==> src/rtl/pcm_pkg.sv <==
// Package: shared types and helpers for the power/clock mode controller.
// Assumes a two-bit internal state and a two-bit externally visible status.
package pcm_pkg;

    typedef enum logic [1:0] {
        ST_RUN  = 2'b00,
        ST_WAIT = 2'b01,
        ST_STOP = 2'b10,
        ST_WARM = 2'b11
    } pcm_state_e;

    localparam logic [1:0] STATUS_RUN  = 2'b00;
    localparam logic [1:0] STATUS_WAIT = 2'b01;
    localparam logic [1:0] STATUS_STOP = 2'b10;

    // Map the internal state to the reported status; warm-up reports as stop.
    function automatic logic [1:0] status_of(input pcm_state_e s);
        case (s)
            ST_RUN:  return STATUS_RUN;
            ST_WAIT: return STATUS_WAIT;
            default: return STATUS_STOP;
        endcase
    endfunction

endpackage

==> src/rtl/pcm_regs.sv <==
// Module: pcm_regs
// Holds the clock configuration register (divider select, peripheral mask)
// and the power control register (settle count, stop command).
// Assumes writes are accepted only when wr_allow is high (run mode).
// The stop command forces select bit FORCE_IDX to 1 in the same cycle.
module pcm_regs #(
    parameter int ADDR_W     = 4,
    parameter int DATA_W     = 8,
    parameter int SEL_W      = 3,
    parameter int NPER       = 5,
    parameter int SETTLE_W   = 7,
    parameter int CFG_ADDR   = 6,
    parameter int CTL_ADDR   = 7,
    parameter int RST_SEL    = 3,
    parameter int RST_SETTLE = 16,
    parameter int FORCE_IDX  = 1
) (
    input  logic                clk,
    input  logic                rst_n,
    input  logic                wr_en,
    input  logic [ADDR_W-1:0]   wr_addr,
    input  logic [DATA_W-1:0]   wr_data,
    input  logic                wr_allow,
    output logic [SEL_W-1:0]    div_sel,
    output logic [NPER-1:0]     per_mask,
    output logic [SETTLE_W-1:0] settle,
    output logic                stop_cmd
);

    localparam int SEL_LSB    = DATA_W - SEL_W;
    localparam int STOP_BIT   = 0;
    localparam int SETTLE_LSB = DATA_W - SETTLE_W;

    logic cfg_hit;
    logic ctl_hit;

    // Decode accepted writes to each register.
    always_comb begin
        cfg_hit  = wr_en && wr_allow && (wr_addr == ADDR_W'(CFG_ADDR));
        ctl_hit  = wr_en && wr_allow && (wr_addr == ADDR_W'(CTL_ADDR));
        stop_cmd = ctl_hit && wr_data[STOP_BIT];
    end

    // Register update, including the forced select bit on stop entry.
    always_ff @(posedge clk) begin
        if (!rst_n) begin
            div_sel  <= SEL_W'(RST_SEL);
            per_mask <= '0;
            settle   <= SETTLE_W'(RST_SETTLE);
        end else begin
            if (cfg_hit) begin
                div_sel  <= wr_data[SEL_LSB +: SEL_W];
                per_mask <= wr_data[NPER-1:0];
            end
            if (ctl_hit) begin
                settle <= wr_data[SETTLE_LSB +: SETTLE_W];
            end
            if (stop_cmd) begin
                div_sel[FORCE_IDX] <= 1'b1;
            end
        end
    end

endmodule

==> src/rtl/pcm_divider.sv <==
// Module: pcm_divider
// Counts oscillator cycles and emits a one-cycle tick at the end of each
// period of 2**sel cycles (sel clamped at MAX_LOG2). A new select is loaded
// only at a period boundary, or while hold is high, so no period is cut short.
// Assumes hold is high whenever the oscillator is stopped or settling.
module pcm_divider #(
    parameter int SEL_W    = 3,
    parameter int MAX_LOG2 = 4,
    parameter int RST_SEL  = 3
) (
    input  logic             clk,
    input  logic             rst_n,
    input  logic             hold,
    input  logic [SEL_W-1:0] sel_req,
    output logic             tick
);

    localparam int CNT_W = MAX_LOG2;

    logic [CNT_W-1:0] cnt;
    logic [SEL_W-1:0] act_sel;
    logic             last;

    // Terminal count for a select value: ratio minus one.
    function automatic logic [CNT_W-1:0] limit_of(input logic [SEL_W-1:0] s);
        logic [CNT_W:0] p;
        if (int'(s) >= MAX_LOG2) p = {1'b1, {CNT_W{1'b0}}};
        else                     p = (CNT_W+1)'(1) << s;
        return CNT_W'(p - 1'b1);
    endfunction

    // End-of-period detect and gated tick.
    always_comb begin
        last = (cnt == limit_of(act_sel));
        tick = last && !hold;
    end

    // Period counter; the active select changes only at a boundary.
    always_ff @(posedge clk) begin
        if (!rst_n) begin
            cnt     <= '0;
            act_sel <= SEL_W'(RST_SEL);
        end else if (hold) begin
            cnt     <= '0;
            act_sel <= sel_req;
        end else if (last) begin
            cnt     <= '0;
            act_sel <= sel_req;
        end else begin
            cnt <= cnt + 1'b1;
        end
    end

endmodule

==> src/rtl/pcm_mode_fsm.sv <==
// Module: pcm_mode_fsm
// Sequences run, wait, stop and the post-stop warm-up. Interrupt
// qualifiers for stop wake-up are captured at stop entry. The stop command
// wins over a wait request in the same cycle.
// Assumes stop_cmd can only be high in run mode.
module pcm_mode_fsm
    import pcm_pkg::*;
#(
    parameter int SETTLE_W = 7
) (
    input  logic                clk,
    input  logic                rst_n,
    input  logic                stop_cmd,
    input  logic                wait_req,
    input  logic                irq_req,
    input  logic                irq_en,
    input  logic                gie,
    input  logic [SETTLE_W-1:0] settle,
    output pcm_state_e          state
);

    logic                en_cap;
    logic                gie_cap;
    logic [SETTLE_W-1:0] warm_cnt;
    logic                stop_wake;

    // Stop wake-up is qualified by the values captured at entry.
    always_comb stop_wake = irq_req && en_cap && gie_cap;

    // Mode transitions and warm-up countdown.
    always_ff @(posedge clk) begin
        if (!rst_n) begin
            state    <= ST_RUN;
            en_cap   <= 1'b0;
            gie_cap  <= 1'b0;
            warm_cnt <= '0;
        end else begin
            case (state)
                ST_RUN: begin
                    if (stop_cmd) begin
                        state   <= ST_STOP;
                        en_cap  <= irq_en;
                        gie_cap <= gie;
                    end else if (wait_req) begin
                        state <= ST_WAIT;
                    end
                end
                ST_WAIT: begin
                    if (irq_req && irq_en) state <= ST_RUN;
                end
                ST_STOP: begin
                    if (stop_wake) begin
                        if (settle == '0) begin
                            state <= ST_RUN;
                        end else begin
                            state    <= ST_WARM;
                            warm_cnt <= settle - 1'b1;
                        end
                    end
                end
                default: begin
                    if (warm_cnt == '0) state <= ST_RUN;
                    else                warm_cnt <= warm_cnt - 1'b1;
                end
            endcase
        end
    end

endmodule

==> src/rtl/pwr_clk_ctrl.sv <==
// Module: pwr_clk_ctrl (top)
// Ties the registers, divider and mode sequencer together and gates the
// divider tick onto the CPU, watchdog and per-group peripheral enables.
// Assumes one clock domain (the oscillator) and a synchronous reset.
module pwr_clk_ctrl
    import pcm_pkg::*;
#(
    parameter int ADDR_W     = 4,
    parameter int DATA_W     = 8,
    parameter int SEL_W      = 3,
    parameter int NPER       = 5,
    parameter int SETTLE_W   = 7,
    parameter int MAX_LOG2   = 4,
    parameter int CFG_ADDR   = 6,
    parameter int CTL_ADDR   = 7,
    parameter int RST_SEL    = 3,
    parameter int RST_SETTLE = 16,
    parameter int FORCE_IDX  = 1
) (
    input  logic              clk,
    input  logic              rst_n,
    input  logic              reg_wr_en,
    input  logic [ADDR_W-1:0] reg_wr_addr,
    input  logic [DATA_W-1:0] reg_wr_data,
    input  logic              wait_req,
    input  logic              irq_req,
    input  logic              irq_en,
    input  logic              gie,
    output logic              cpu_clk_en,
    output logic              wdt_clk_en,
    output logic [NPER-1:0]   per_clk_en,
    output logic              osc_run,
    output logic [1:0]        mode_status,
    output logic [SEL_W-1:0]  div_sel_o
);

    pcm_state_e          state;
    logic [SEL_W-1:0]    div_sel;
    logic [NPER-1:0]     per_mask;
    logic [SETTLE_W-1:0] settle;
    logic                stop_cmd;
    logic                tick;
    logic                in_run;
    logic                in_wait;
    logic                hold;

    pcm_regs #(
        .ADDR_W(ADDR_W), .DATA_W(DATA_W), .SEL_W(SEL_W), .NPER(NPER),
        .SETTLE_W(SETTLE_W), .CFG_ADDR(CFG_ADDR), .CTL_ADDR(CTL_ADDR),
        .RST_SEL(RST_SEL), .RST_SETTLE(RST_SETTLE), .FORCE_IDX(FORCE_IDX)
    ) u_regs (
        .clk(clk), .rst_n(rst_n), .wr_en(reg_wr_en), .wr_addr(reg_wr_addr),
        .wr_data(reg_wr_data), .wr_allow(in_run), .div_sel(div_sel),
        .per_mask(per_mask), .settle(settle), .stop_cmd(stop_cmd)
    );

    pcm_divider #(
        .SEL_W(SEL_W), .MAX_LOG2(MAX_LOG2), .RST_SEL(RST_SEL)
    ) u_div (
        .clk(clk), .rst_n(rst_n), .hold(hold), .sel_req(div_sel), .tick(tick)
    );

    pcm_mode_fsm #(
        .SETTLE_W(SETTLE_W)
    ) u_fsm (
        .clk(clk), .rst_n(rst_n), .stop_cmd(stop_cmd), .wait_req(wait_req),
        .irq_req(irq_req), .irq_en(irq_en), .gie(gie), .settle(settle),
        .state(state)
    );

    // Mode decode for gating and status.
    always_comb begin
        in_run      = (state == ST_RUN);
        in_wait     = (state == ST_WAIT);
        hold        = (state == ST_STOP) || (state == ST_WARM);
        osc_run     = (state != ST_STOP);
        mode_status = status_of(state);
        div_sel_o   = div_sel;
        cpu_clk_en  = tick && in_run;
        wdt_clk_en  = tick && in_run;
    end

    // One gate per peripheral group: runs in run, and in wait unless masked.
    for (genvar g = 0; g < NPER; g++) begin : g_per_gate
        always_comb per_clk_en[g] = tick && (in_run || (in_wait && !per_mask[g]));
    end

endmodule

==> config.mk <==
export PLATFORM = sky130hd
export DESIGN_NAME = pwr_clk_ctrl
export DESIGN_NICKNAME = d
export VERILOG_FILES = /design/src/rtl/pcm_pkg.sv /design/src/rtl/pcm_regs.sv /design/src/rtl/pcm_divider.sv /design/src/rtl/pcm_mode_fsm.sv /design/src/rtl/pwr_clk_ctrl.sv
export SDC_FILE = /design/constraint.sdc
export NUM_CORES = 1
export LEC_CHECK = 0
export ABC_AREA = 1
export BUFFER_PORTS_ARGS = -buffer_cell sky130_fd_sc_hd__buf_2
export CAP_MARGIN = 20
export CELL_PAD_IN_SITES_DETAIL_PLACEMENT = 1
export CELL_PAD_IN_SITES_GLOBAL_PLACEMENT = 2
export CORE_MARGIN = 5
export CORE_UTILIZATION = 30
export CTS_CLUSTER_SIZE = 30
export DETAILED_ROUTE_END_ITERATION = 12
export MAX_ROUTING_LAYER = met4
export PLACE_DENSITY = 0.78
export SLEW_MARGIN = 40
export SYNTH_ARGS = -nofsm -noshare
export SYNTH_HDL_FRONTEND = slang
export SYNTH_SLANG_ARGS = --single-unit
==> constraint.sdc <==
create_clock -name clk -period 1.9 [get_ports clk]
set_clock_uncertainty 0.05 [all_clocks]
set_input_delay 0.095 -clock clk [delete_from_list [all_inputs] [get_ports clk]]
set_output_delay 0.095 -clock clk [all_outputs]
set_load 0.01 [all_outputs]
-- Word level (Yosys, flattened, before mapping)
Cells that the tools add are included.
Widths: inputs -> output; s select.
- register bits after elaboration: 33
- input bits: 19
- output and inout bits: 13
- word-level logic and storage cells: 87
- add/sub/neg operators: 4
- $lt $le $gt $ge: 1
- eq/ne operators: 12
- shift operators: 1
- multiplexer cells: 15
- bitwise operators: 2
- reductions and logical operators: 42
- operators with widths (cell ; number):
    $mux 7 ; 3
    $logic_and 1x1->1 ; 19
    $logic_not 7->1 ; 2
    $pmux 7 s2 ; 1
    $sub 7x1->7 const B ; 2
    $mux 2 ; 6
    $eq 4x3->1 const B ; 2
    $reduce_and 4->1 ; 2
    $logic_not 1->1 ; 6
    $logic_or 1x1->1 ; 6
    $mux 3 ; 2
    $ne 2x2->1 const B ; 3
    $pmux 2 s3 ; 1
    $add 4x1->4 const B ; 1
    $eq 2x2->1 const B ; 2
    $eq 4x4->1 ; 1
    $mux 4 ; 1
    $ne 2x1->1 const B ; 2
    $pmux 2 s2 ; 1
    $reduce_bool 4->1 ; 1
    $reduce_or 2->1 ; 2
    $shl 1x3->4 const A ; 1
    $sub 4x1->4 const B ; 1
    $ge 3x3->1 const B ; 1
    other kinds (7) ; 8

-- Depth between registers and ports, before layout
Gate-level depths: netlist of the first run.
- word-level depth: 6
- gate-level depth with buffers: 13
- mapped depth without buffers: 12

-- Hierarchy
A second synthesis of the first run with hierarchy kept.
- cell total of the unflattened synthesis: 321
- area, all modules: 2145.8 µm²
- by module, submodules not included (module ; times used ; cells an instance ; area an instance (µm²) ; sequential area each (µm²)):
    pcm_mode_fsm ; 1 ; 148 ; 907.1 ; 220.2
    pcm_regs ; 1 ; 81 ; 668.1 ; 300.3
    pcm_divider ; 1 ; 65 ; 462.9 ; 140.1
    pwr_clk_ctrl ; 1 ; 27 ; 107.6 ; 0.0

-- Least setup slack after synthesis of the first run
No wires, ideal clock.
- kind: reg-to-output
- start: register u_div.act_sel[2]
- end: output wdt_clk_en
- arrival time: 1.644 ns
- data required time: 1.755 ns
- path slack: 0.111 ns
- stages on the path, launching flop included: 10
- buffers on the path: 2
- cells stage by stage: dfxtp_1 inv_1 nand3_1 ha_1 xnor2_1 nor2_1 nand3_1 buf_2 nor2_1 buf_4
- longest elaborated chain between the ends: 6
- elaborated cells between the ends (all ways): 7
- those cells by class: add/sub: 1; order compare: 1; eq/ne: 1; shift: 1; mux: 1; reduce/logical: 2
- RTL lines (what ; line ; RTL):
    start, declared ; pcm_divider.sv:21 ; logic [SEL_W-1:0] act_sel;
    start signal, assigned ; pcm_divider.sv:42 ; act_sel <= SEL_W'(RST_SEL);
    start signal, assigned ; pcm_divider.sv:45 ; act_sel <= sel_req;
    start signal, assigned ; pcm_divider.sv:48 ; act_sel <= sel_req;
    $ge 3x3->1 or $shl 1x3->4 (tied branches) ; pcm_divider.sv:27, pcm_divider.sv:28 ;
    $mux 4 * ; pcm_divider.sv:27 ; if (int'(s) >= MAX_LOG2) p = {1'b1, {CNT_W{1'b0}}};
    $sub 4x1->4 * ; pcm_divider.sv:29 ; return CNT_W'(p - 1'b1);
    $eq 4x4->1 * ; pcm_divider.sv:34 ; last = (cnt == limit_of(act_sel));
    $logic_and 1x1->1 * ; pcm_divider.sv:35 ; tick = last && !hold;
    $logic_and 1x1->1 * ; n/a ;
    end, declared ; pwr_clk_ctrl.sv:30 ; output logic wdt_clk_en,
Every way passes the cells marked *; elsewhere a longest branch is shown, timed or not.

-- Final worst setup path of the first run
- start: register u_div.act_sel[2]
- end: output per_clk_en[3]
- longest elaborated chain between the ends: 6
- elaborated cells between the ends (all ways): 7
- those cells by class: add/sub: 1; order compare: 1; eq/ne: 1; shift: 1; mux: 1; reduce/logical: 2
- RTL lines (what ; line ; RTL):
    $ge 3x3->1 or $shl 1x3->4 (tied branches) ; pcm_divider.sv:27, pcm_divider.sv:28 ;
    $mux 4 * ; pcm_divider.sv:27 ;
    $sub 4x1->4 * ; pcm_divider.sv:29 ;
    $eq 4x4->1 * ; pcm_divider.sv:34 ;
    $logic_and 1x1->1 * ; pcm_divider.sv:35 ;
    $logic_and 1x1->1 * ; pwr_clk_ctrl.sv:85 ; always_comb per_clk_en[g] = tick && (in_run || (in_wait && !per_mask[g]));
    end, declared ; pwr_clk_ctrl.sv:31 ; output logic [NPER-1:0] per_clk_en,
Marks and branches as above.

==> results of run 1 <==
timing repair:
action                                 in CTS  in global routing
setup endpoints to repair                   7                 19
hold buffers                                3                  1
buffers inserted                            5                  2
pin swaps                                   6                  6
gates cloned                                1                  0
gates resized for setup                    16                  8
endpoints found under the hold margin       3                  1
worst max-delay path, stage by stage (launching register included):
cell                       delay [ns]
sky130_fd_sc_hd__dfxtp_2         0.34
sky130_fd_sc_hd__inv_4           0.09
sky130_fd_sc_hd__nand3_4         0.08
sky130_fd_sc_hd__ha_4            0.24
sky130_fd_sc_hd__xnor2_1         0.12
sky130_fd_sc_hd__nor2_1          0.11
sky130_fd_sc_hd__nand3_1         0.12
sky130_fd_sc_hd__buf_6           0.16
sky130_fd_sc_hd__a211oi_2        0.16
sky130_fd_sc_hd__buf_2           0.16
power by group through the flow:
| stage | combinational (mW) | sequential, mW | clock [mW] |
|---|---|---|---|
| floorplan | 1.43 | 0.910 | 0 |
| global placement | 1.79 | 0.955 | 0 |
| detailed placement | 1.81 | 0.960 | 0 |
| CTS | 1.92 | 0.953 | 0.733 |
| global route | 2.27 | 0.979 | 0.753 |
| finish | 1.96 | 0.964 | 0.715 |
layer usage:
metal	routed length, um	part of all wire	vias to the layer above
li1	-	-	999
met1	2810	0.51	895
met2	2520	0.45	27
met3	164	0.030	7
met4	59	0.011	0
met5	0	0	-
worst max path at each step:
stage	slack, ns	cells after the start	endpoint	from
after CTS	-0.14	9	per_clk_en[3]	u_div.act_sel[2]$_SDFFE_PN0P_
after detailed placement	0.03	9	per_clk_en[3]	u_div.act_sel[2]$_SDFFE_PN0P_
after global placement	0.12	9	per_clk_en[0]	u_div.act_sel[2]$_SDFFE_PN0P_
after global routing	-0.25	9	per_clk_en[3]	u_div.act_sel[2]$_SDFFE_PN0P_
final	-0.12	9	per_clk_en[3]	u_div.act_sel[2]$_SDFFE_PN0P_
after floorplan	0.11	9	wdt_clk_en	u_div.act_sel[2]$_SDFFE_PN0P_
per-stage QoR:
| step | setup WS [ns] | hold WS, ns |
|---|---|---|
| CTS | -0.139 | 0.000926 |
| global placement | 0.116 | 0.285 |
| floorplan | 0.111 | 0.158 |
| finish | -0.120 | 0.0192 |
| global route | -0.251 | 0.0329 |
| detailed placement | 0.0350 | 0.288 |
synth_stat cells (all sizes together):
cell    instances  area [um^2]
a211oi          5         37.5
a21oi          17         85.1
buf             7         62.6
clkbuf          3         11.3
clkinv          1         3.75
dfxtp          33          661
ha              3         37.5
inv            32          128
nand2          72          280
nand3          32          170
nand3b          2         15.0
nand4           2         12.5
nor2           39          156
nor3            4         20.0
nor3b           1         7.51
o211ai          1         7.51
o21ai          19         95.1
o21bai          2         15.0
xnor2           3         26.3
xor2            5         43.8
kinds of logic after synthesis:
kind of cell / share of synthesized area
DFF: 0.352
xor gates and xnor gates: 0.0374
and+or+nand+nor: 0.353
adders and majority gates: 0.0200
buffers and inverters: 0.109
AOI/OAI and AO/OA: 0.128
registers in the layout, indices dropped and copies added, names as in the netlist:
| name | flops |
|---|---|
| u_fsm.warm_cnt | 7 |
| u_regs.settle | 7 |
| u_div.act_sel | 3 |
| u_fsm.gie_cap | 1 |
| u_regs.per_mask | 5 |
| u_regs.div_sel | 3 |
| u_div.cnt | 4 |
| u_fsm.state | 2 |
| u_fsm.en_cap | 1 |
layout by cell type (no fill, tap or decap), drive strengths merged:
master / n
nand2: 72
buf: 45
nor2: 39
dfxtp: 33
nand3: 32
inv: 32
o21ai: 19
a21oi: 17
clkbuf: 6
xor2: 5
a211oi: 5
nor3: 4
dlygate4sd3: 4
xnor2: 3
ha: 3
nand4: 2
o21bai: 2
nand3b: 2
clkinv: 1
o211ai: 1
nor3b: 1
bufinv: 1
clkinvlp: 1
area by class of cell:
cell class                 count  area (um^2)  share of cell area
clock buffer                   6         82.6              0.0341
tap                           75         93.8              0.0388
multi-input combinational    207         1090               0.449
inverter                      33          136              0.0564
sequential                    33          666               0.275
timing repair buffer          49          317               0.131
clock inverter                 2         37.5              0.0155
==> impl_summary.md, run 1 <==
Status
The flow ran to the end, but the final reports show violations. The final reports fail on negative setup slack.

Timing
The count of final hold-check violations is 0. The count of endpoints failing setup in the final report is 7. For the pin with the worst max-slew slack, the measured transition is 0.366 ns. In the finished design, the share of the clock period the worst path needs comes to 1.06. The post-layout worst setup margin is -0.120 ns.

Setup repair after global routing could not meet its margin everywhere. Derived from the worst setup path, the maximum achievable clock frequency is 495 MHz. The relative slew slack is 0.755. The sum of negative setup slack is -0.716 ns. Counting I/O delays and the setup requirement, the final critical path takes 2.02 ns. The final max-slew violation count is 0.

Worst setup path
The endpoint identified for the worst register-to-register timing path is u_div.act_sel[2]$_SDFFE_PN0P_. The logic depth of the worst register-to-register path is 10. The setup slack of the worst register-to-register path is 0.17 ns.

STA classifies the critical path endpoint as a primary output. Along the worst path, the maximum fanout reaches 6. The classification of the worst setup path is reg2out. For the worst setup path, the data required time is 1.75 ns. The launch instance of the worst register-to-register path is u_div.act_sel[2]$_SDFFE_PN0P_. STA classifies the critical path startpoint as a flip-flop.

For the worst setup path, the data arrival time is 1.88 ns.

Pwr
Across the VDD grid, the largest voltage drop is 0.585 mV. The total internal power is 2.03 mW. Of the total power, the share spent switching nets is 0.442. For this design the total switching power over the nets is 1.61 mW.

Of the total power, combinational logic draws 0.538. The completed layout was analyzed and its total power is 3.64 mW. The power per unit of standard cell area is 1500 nW/um^2. The share of total power dissipated in sequential elements is 0.265.

The total leakage power is 1.19 nW. The clock share of power is 0.197.

Synthesis
The sequential cell area fraction in the yosys report is 0.352. The number of nets in the synthesized netlist is 305. The cell count after synthesis came out at 283. The number of different library cells used by synthesis comes to 31. Averaged over all synthesized cells, the footprint is 6.63 um^2. Yosys printed 0 warnings. After synthesis the cells add up to 1880 um^2. The number of synthesized register bits is 33.

Placement
Summed over all nets, the half-perimeter wirelength after detailed placement is 4.11 mm. The congestion estimate from routability-driven global placement came to 0.786. Summing all placed instances gives a cell area of 2120 um^2.

The number of I/O port buffers is 31. The number of placed instances with taps included is 386.

Global route
The total overflow left after global routing is 0. Entering global routing, the biggest net connects 24 pins. The global-route layer with the greatest usage is met2. The number of antenna violations at the first check in global routing is 0. For this run, global-route usage on met3 was measured as 0.0332.

The via count of the first global-routing pass is 1,972. In the global route stage, met2 resource usage came out at 0.251. For met1 alone, demand over resource in global routing was 0.199. Across every metal layer, demand over resource in global routing totals 0.156.

The first global-routing pass estimated 9.28 mm of wire.

Min path
The type of the most critical hold path is in2reg. The worst hold endpoint is u_fsm.en_cap$_SDFFE_PN0P_. The beginning of the worst hold path is irq_en.

The hold-critical path depth is 3.

Floorplan
The number of cell rows is 28. The vertical die dimension is 89.1 um. The number of placed I/O pins is 32. The core region is 5990 um^2.

The die footprint is 7930 um^2. Measured along the x axis, the die boundary spans 89.1 um. The starting density of the core is 0.313.

Route
Summed over all layers, the routed wires come to 5.55 mm. For this block, the via count after detailed routing is 1,928. The routed length per placed instance is 13.7 um. The first detailed-routing pass took 4 iterations. The count of nets left with antenna violations once routing finished came out at 0. The via density per instance is 4.76. The detailed router's first-iteration violation count is 57. The number of remaining DRC errors is 0.

Final layout
The number of antenna diodes in the final layout is 0. The utilization of the core after routing is 0.404. After routing the design area is 2420 um^2.

The layout cell share with drive strength beyond 1 is 0.245. The number of filler cells placed in the layout is 800. For this run, the post-layout net count is 351. Once layout is complete, the cells apart from fillers number 405.

The area growth from synthesis to layout is 29.0%.

Clock tree
Counting along the longest clock path gives a buffer depth of 2. The deepest level of the CTS H-tree is 2. TritonCTS built the clock tree. The post-CTS clock slew at the launch and capture registers of the worst setup and hold paths is 0.08 ns.

The clock buffer count from CTS is 5. The clock drives 33 sinks. The later pin in the worst-skew pair is clocked with a latency of 0.29 ns. The root cell of the clock tree is sky130_fd_sc_hd__clkbuf_8.

Job
The tool flagged a number of max-cap violations equal to 0.
(Power assumes the default switching activity.)
==> run 2: changes to the inputs <==
--- a/config.mk
+++ b/config.mk
@@ -10,12 +10,11 @@
 export CAP_MARGIN = 20
 export CELL_PAD_IN_SITES_DETAIL_PLACEMENT = 1
 export CELL_PAD_IN_SITES_GLOBAL_PLACEMENT = 2
-export CORE_MARGIN = 5
 export CORE_UTILIZATION = 30
 export CTS_CLUSTER_SIZE = 30
 export DETAILED_ROUTE_END_ITERATION = 12
 export MAX_ROUTING_LAYER = met4
-export PLACE_DENSITY = 0.78
+export PLACE_DENSITY = 0.9
 export SLEW_MARGIN = 40
 export SYNTH_ARGS = -nofsm -noshare
 export SYNTH_HDL_FRONTEND = slang
==> run 2 against run 1 <==
Against the previous run:
- the run still ends with negative setup slack left
- via count rose by 1.5%
- wire length barely moved
- die area decreased by 17%
- total power about the same
- critical path type unchanged
==> impl_summary.md, run 2 (same netlist as run 1, synthesis figures left out) <==
Global route
Entering global routing, the biggest net connects 24 pins. The via count of the first global-routing pass is 2,016. The global-route wire length before repair is 9.38 mm.

The remaining global-route overflow is 0. The number of antenna violations at the first check in global routing is 0. Across every metal layer, demand over resource in global routing totals 0.192.

Final layout
The count of cells in the finished layout, fillers not included, comes to 400. The total number of nets in the final design is 346. The utilization of the core after routing is 0.401.

Counting the fill cells in the layout gives 770. In the layout the commonest cells are sky130_fd_sc_hd__nand2_1 (68), sky130_fd_sc_hd__nor2_1 (35), sky130_fd_sc_hd__buf_2 (31), sky130_fd_sc_hd__dfxtp_1 (28), sky130_fd_sc_hd__nand3_1 (27). After routing the design area is 2400 um^2. The largest registers in the layout are u_fsm.warm_cnt x7, u_regs.settle x7, u_regs.per_mask x5. The layout cell share with drive strength beyond 1 is 0.265. In the final layout, flip-flops and latches occupy 669 um^2.

Leaving out fill and tap cells, the most frequent cell in the layout is sky130_fd_sc_hd__nand2_1. Compared with the post-synthesis result, the final layout area differs by 28.0%. 0 antenna diodes ended up in the layout. The area taken by multi-input logic gates is 1130 um^2.

Clock tree
TritonCTS built the clock tree. No sink is reached through more buffers than the 2 on the longest clock path. The insertion delay to the later sink of the worst-skew pair is 0.29 ns. The H-tree was split into 2 levels. The clock buffer count from CTS is 5.

The sink count of the clock tree is 33. The tree is rooted in a sky130_fd_sc_hd__clkbuf_8. The post-CTS clock slew at the launch and capture registers of the worst setup and hold paths is 0.07 ns.

Worst setup path
The setup slack of the worst register-to-register path is -0.04 ns. Counting both buffers and inverters, the worst setup path holds a total of 2. Measured in cells, the most critical reg-to-reg path has a length of 12. The endpoint arrival time on the critical path is 1.82 ns. In this run the critical register-to-register path is launched from u_div.act_sel[1]$_SDFFE_PN1P_. STA classifies the critical path endpoint as a primary output. The data required time at the worst endpoint is 1.75 ns. In this run the critical register-to-register path is captured at u_div.act_sel[2]$_SDFFE_PN0P_. The classification of the worst setup path is reg2out. The kind of start point of the critical path is a flip-flop.

The peak fanout along the critical path is 7. The critical path's largest stage delay is 0.35 ns. The cell that appears most often on the critical path is sky130_fd_sc_hd__nand3_4. The slowest library cell on the worst path is sky130_fd_sc_hd__dfxtp_2. Walking the worst path, the cells encountered are inv_4, nand3_4, ha_4, xnor2_2, nor2_2, nand3_4, a211oi_2, buf_2.

The kind of cell adding the most delay to the critical path is simple AND/OR/NAND/NOR gates.

Placement
The placement-stage worst setup slack is -0.0868 ns. The congestion estimate from routability-driven global placement came to 0.727. The number of placed instances with taps included is 383. Buffers placed on the I/O ports in this run total 31. The placed instances occupy a cell area of 2080 um^2. The detailed placer's ending HPWL is 4.04 mm.

Timing
The count of endpoints failing setup in the final report is 12. The transition time at the pin with the least slew margin is 0.382 ns. The count of final hold-check violations is 0. Summed over all failing endpoints, the final setup total negative slack is -0.261 ns.

The maximum achievable frequency is 510 MHz. The fraction of the cycle the final worst path needs is 1.03. Once routing completed, OpenROAD measured the worst setup slack at -0.0606 ns. The final max-slew violation count is 0. In this run the tightest slew margin relative to its limit is 0.743. The routed design could run at a clock period as short as 1.96 ns. Setup repair after global routing could not meet its margin everywhere. The smallest hold slack is 0.0120 ns.

Floorplan
The die extent in x is 81.1 um. The core outline area is 5990 um^2. The number of placed I/O pins is 32. The die footprint is 6570 um^2. For this configuration, the core starts out at a cell density of 0.313. The number of cell rows is 28. The vertical die dimension is 81.1 um.

Status
The run finished, with violations left. The final reports fail on negative setup slack.

Pwr
In this run the static leakage power is 1.17 nW. The highest ir drop seen on vdd is 0.440 mV. Summing internal, switching and leakage power gives 3.64 mW. Dividing total power by cell area gives a power density of 1510 nW/um^2.

Route
Before antenna repair, the detailed router went through 4 iterations. Once detail routing completed, the nets flagged for antenna violations numbered 0. The number of remaining DRC errors is 0.

The total wirelength of the detailed-routed design is 5.55 mm. After detailed routing, the average wire length per cell comes to 13.9 um. The detailed router's first-iteration violation count is 75.

Using the TritonRoute via totals, the vias-per-cell ratio works out to 4.89. Across all layers, the routed design uses 1,956 vias.

Min path
The hold-critical path depth is 3. The min-delay analysis places its worst path in the category in2reg. The worst hold endpoint is u_fsm.gie_cap$_SDFFE_PN0P_. The beginning of the worst hold path is gie.

Job
The reported max-cap violation count is 0.
-- run 2: worst register-to-register path, cell delays in order (launching register included) --
cell and delay (ns):
sky130_fd_sc_hd__dfxtp_2 0.35, sky130_fd_sc_hd__inv_4 0.08, sky130_fd_sc_hd__nand3_4 0.08, sky130_fd_sc_hd__ha_4 0.24, sky130_fd_sc_hd__xnor2_2 0.13, sky130_fd_sc_hd__nor2_2 0.13
sky130_fd_sc_hd__nand3_4 0.14, sky130_fd_sc_hd__buf_4 0.16, sky130_fd_sc_hd__buf_4 0.12, sky130_fd_sc_hd__buf_4 0.15, sky130_fd_sc_hd__nand3_1 0.07, sky130_fd_sc_hd__nand2_1 0.07
sky130_fd_sc_hd__nor2_2 0.09
-- run 2: layout make-up --
| cell class | instances | area share |
|---|---|---|
| clock buffer | 5 | 0.0287 |
| tap | 75 | 0.0391 |
| multi-input combinational | 207 | 0.469 |
| timing repair buffer | 44 | 0.107 |
| inverter | 33 | 0.0578 |
| sequential | 33 | 0.279 |
| clock inverter | 3 | 0.0193 |
-- run 2: routing by layer --
layer	global-route usage	wire length [um]
met1	0.243	2660
met2	0.318	2670
met3	0.0303	202
met4	0.0482	24
met5	-	0
-- run 2: worst max path at each step --
stage                             startpoint                             to  slack (ns)  cells past startpoint
2_1_floorplan  u_div.act_sel[2]$_SDFFE_PN0P_                     wdt_clk_en        0.11                      9
3_3_place_gp   u_div.act_sel[2]$_SDFFE_PN0P_                  per_clk_en[3]      -0.003                      8
3_5_place_dp   u_div.act_sel[2]$_SDFFE_PN0P_  u_div.act_sel[0]$_SDFFE_PN1P_       -0.09                     10
4_1_cts        u_div.act_sel[2]$_SDFFE_PN0P_                  per_clk_en[3]       -0.06                      8
5_1_grt        u_div.act_sel[2]$_SDFFE_PN0P_                  per_clk_en[3]       -0.16                      8
6_report       u_div.act_sel[1]$_SDFFE_PN1P_                  per_clk_en[3]       -0.06                      8
-- run 2: power by group --
group	internal [mW]	switching (mW)	leakage (nW)
Combinational	0.754	1.23	0.844
Sequential	0.837	0.138	0.269
Clock	0.393	0.282	0.0543
Total	1.98	1.65	1.17
-- run 2: timing repair --
action | in CTS | in global routing
resized for setup | 22 | 12
gates cloned | 0 | 0
hold buffers | 2 | 0
setup endpoints to repair | 13 | 28
pin swaps | 5 | 2
setup buffers | 5 | 2
hold endpoints to repair | 2 | 0
==> run 3: changes to the inputs <==
--- a/config.mk
+++ b/config.mk
@@ -14,7 +14,7 @@
 export CTS_CLUSTER_SIZE = 30
 export DETAILED_ROUTE_END_ITERATION = 12
 export MAX_ROUTING_LAYER = met4
-export PLACE_DENSITY = 0.9
+export PLACE_DENSITY_LB_ADDON = 0.1
 export SLEW_MARGIN = 40
 export SYNTH_ARGS = -nofsm -noshare
 export SYNTH_HDL_FRONTEND = slang
==> constraint.sdc (replaced) <==
create_clock -name clk -period 1.9 [get_ports clk]
set_clock_uncertainty 0.05 [all_clocks]
set_input_delay 0.285 -clock clk [delete_from_list [all_inputs] [get_ports clk]]
set_output_delay 0.285 -clock clk [all_outputs]
set_load 0.01 [all_outputs]
==> run 3 against run 2 <==
Against the previous run:
- the flow still finishes with violations (negative setup slack)
- non-clock buffer count stayed put
- worst hold slack better by 0.18 ns
- global-route usage is 0.88 points lower
- utilization is 0.73 points lower
- setup slack worse by 0.22 ns
- sequential power is 2% lower
- register-to-register slack better by 0.12 ns
- clock power is 20% lower
- cell count is 0.25% lower
- count of clock-buffer cells in the layout is 2 higher
- sequential share of layout area is 0.41 points higher
- critical path type unchanged
==> impl_summary.md, run 3 (same netlist as run 1, synthesis figures left out) <==
Status
The flow ran to the end, but the final reports show violations. The final reports fail on negative setup slack.

Final layout
After filler insertion, the fill cell instance count of the layout stands at 797. The largest registers in the layout are u_fsm.warm_cnt x7, u_regs.settle x7, u_regs.per_mask x5. Once layout is complete, the utilization of the core stands at 0.393.

The area growth from synthesis to layout is 25.7%. In the layout the commonest cells are sky130_fd_sc_hd__nand2_1 (69), sky130_fd_sc_hd__nor2_1 (35), sky130_fd_sc_hd__buf_2 (29), sky130_fd_sc_hd__dfxtp_1 (28), sky130_fd_sc_hd__nand3_1 (27). For this run, the post-layout net count is 346. The most common library cell in the layout ignoring fill and taps is sky130_fd_sc_hd__nand2_1. The sequential cells in the finished layout cover a total of 667 um^2. The layout cell share with drive strength beyond 1 is 0.250. The diode insertion count for antenna repair is 0. The multi-input combinational cells in the finished layout cover a total of 1100 um^2.

Clock tree
The sink count of the clock tree is 33. The deepest level of the CTS H-tree is 2. No sink is reached through more buffers than the 2 on the longest clock path. Clock tree synthesis selected as its root buffer the cell sky130_fd_sc_hd__clkbuf_8. The clock buffer count from CTS is 5. The post-CTS clock slew at the launch and capture registers of the worst setup and hold paths is 0.07 ns. The number of buffers inserted for hold repair after clock tree synthesis is 0. TritonCTS built the clock tree. The insertion delay to the later sink of the worst-skew pair is 0.29 ns.

Timing
Headroom to the max-slew limit came out at 0.749. The count of endpoints failing setup in the final report is 7. The count of final hold-check violations is 0. The transition time at the pin with the least slew margin is 0.375 ns. The final max-slew violation count is 0. Dividing the final minimum period by the clock period gives 1.15.

The final critical-path required period is 2.18 ns. Setup repair after global routing could not meet its margin everywhere. The maximum achievable frequency is 458 MHz. Across all setup checks in the final design, the least slack found is -0.281 ns. The sum of negative setup slack is -1.70 ns.

Worst setup path
STA classifies the critical path startpoint as a flip-flop. In this run the worst path has a maximum fanout of 6. For the worst setup path, the data required time is 1.56 ns. The classification of the worst setup path is reg2out. The endpoint arrival time on the critical path is 1.85 ns.

Counting stages on the worst path, the most repeated cell is sky130_fd_sc_hd__nand3_4. The worst setup path is captured at a primary output. Walking the worst path, the cells encountered are inv_4, nand3_4, ha_4, xnor2_2, nor2_2, nand3_4, a211oi_2, buf_2. Among all stages on the critical path, the largest delay is contributed by sky130_fd_sc_hd__dfxtp_2. The critical path's largest stage delay is 0.34 ns.

Global route
Entering global routing, the biggest net connects 24 pins. The global-route wire length before repair is 8.80 mm. The via count of the first global-routing pass is 1,908. In the global route stage, overall resource usage came out at 0.183. The number of antenna violations at the first check in global routing is 0.

The remaining global-route overflow is 0.

Floorplan
The number of cell rows is 28. In this run the standard cell core region covers 5990 um^2. The die footprint is 6570 um^2. The die extent in x is 81.1 um. The starting density of the core is 0.313. The vertical die dimension is 81.1 um. Pin placement for this block handled 32 I/O pins.

Placement
The detailed placer's ending HPWL is 4.08 mm. The number of I/O port buffers is 31. The global placer's final weighted congestion is 0.815.

Route
The routed length per placed instance is 13.0 um. The first routing iteration left 52 violations. The number of antenna-violating nets in the routed design is 0.

The final layout contains routed wiring with a total length of 5.20 mm. The total via count after detailed routing is 1,893. The number of remaining DRC errors is 0. Before antenna repair, the detailed router went through 4 iterations. The via density per instance is 4.74.

Min path
The type of the most critical hold path is in2reg.

Pwr
In this run the power density over the cells is 1470 nW/um^2. The total leakage power is 1.15 nW. The highest ir drop seen on vdd is 0.525 mV.

Job
The reported max-cap violation count is 0.
-- run 3: changes by cell type in the layout (fill, tap and decap cells not counted), sizes merged --
cell         delta
dlygate4sd3     -2
bufinv          -1
clkinv          -1
clkinvlp        -1
clkbuf          +2
buf             +2
-- run 3: per-layer routing --
metal,share of wire,track usage,vias to the layer above
met5,0,-,-
met2,0.44,0.286,25
met3,0.028,0.0382,14
met4,0.021,0.0643,0
met1,0.51,0.234,863
li1,-,-,991
-- run 3: worst max-delay path, delay by kind of cell (launching register included) --
family | cells | cell delay (ns)
xor gates and xnor gates | 1 | 0.14
AOI/OAI and AO/OA | 1 | 0.22
DFF | 1 | 0.34
adders and majority gates | 1 | 0.25
and+or+nand+nor | 3 | 0.37
buffers and inverters | 2 | 0.24
-- run 3: layout make-up --
cell class | count | area share
tap | 75 | 0.0398
timing repair buffer | 44 | 0.114
multi-input combinational | 207 | 0.469
inverter | 33 | 0.0579
sequential | 33 | 0.283
clock buffer | 7 | 0.0366
-- run 3: final timing paths --
kind | start | endpoint | slack (ns) | depth (start not counted)
max | u_div.act_sel[1]$_SDFFE_PN1P_ | per_clk_en[0] | -0.28 | 8
min | reg_wr_data[6] | u_regs.div_sel[1]$_SDFFE_PP1P_ | 0.19 | 3
max reg2reg | u_div.act_sel[1]$_SDFFE_PN1P_ | u_div.act_sel[2]$_SDFFE_PN0P_ | 0.08 | 10
min reg2reg | u_regs.div_sel[0]$_SDFFE_PN1P_ | u_div.act_sel[0]$_SDFFE_PN1P_ | 0.43 | 2
-- run 3: stage by stage --
step	cell area, um^2	power (mW)	setup slack [ns]	hold WS, ns	cells
3_5_place_dp	2130	2.77	-0.200	0.421	389
4_1_cts	2280	3.39	-0.286	0.180	398
5_1_grt	2360	3.84	-0.367	0.180	399
3_3_place_gp	2130	2.77	-0.132	0.413	389
2_1_floorplan	1880	2.35	-0.0336	0.348	283
6_report	2360	3.46	-0.281	0.188	399
-- run 3: timing repair --
action / 4_1_cts / 5_1_grt
endpoints found under the setup margin: 14 / 18
pin swaps: 4 / 3
setup buffers: 2 / 1
gates resized for setup: 13 / 16
-- run 3: power breakdown --
| group | internal [mW] | total (mW) | leakage [nW] | switching, mW |
|---|---|---|---|---|
| sequential | 0.835 | 0.960 | 0.268 | 0.125 |
| clock | 0.288 | 0.542 | 0.0443 | 0.254 |
| combinational | 0.757 | 1.96 | 0.838 | 1.20 |
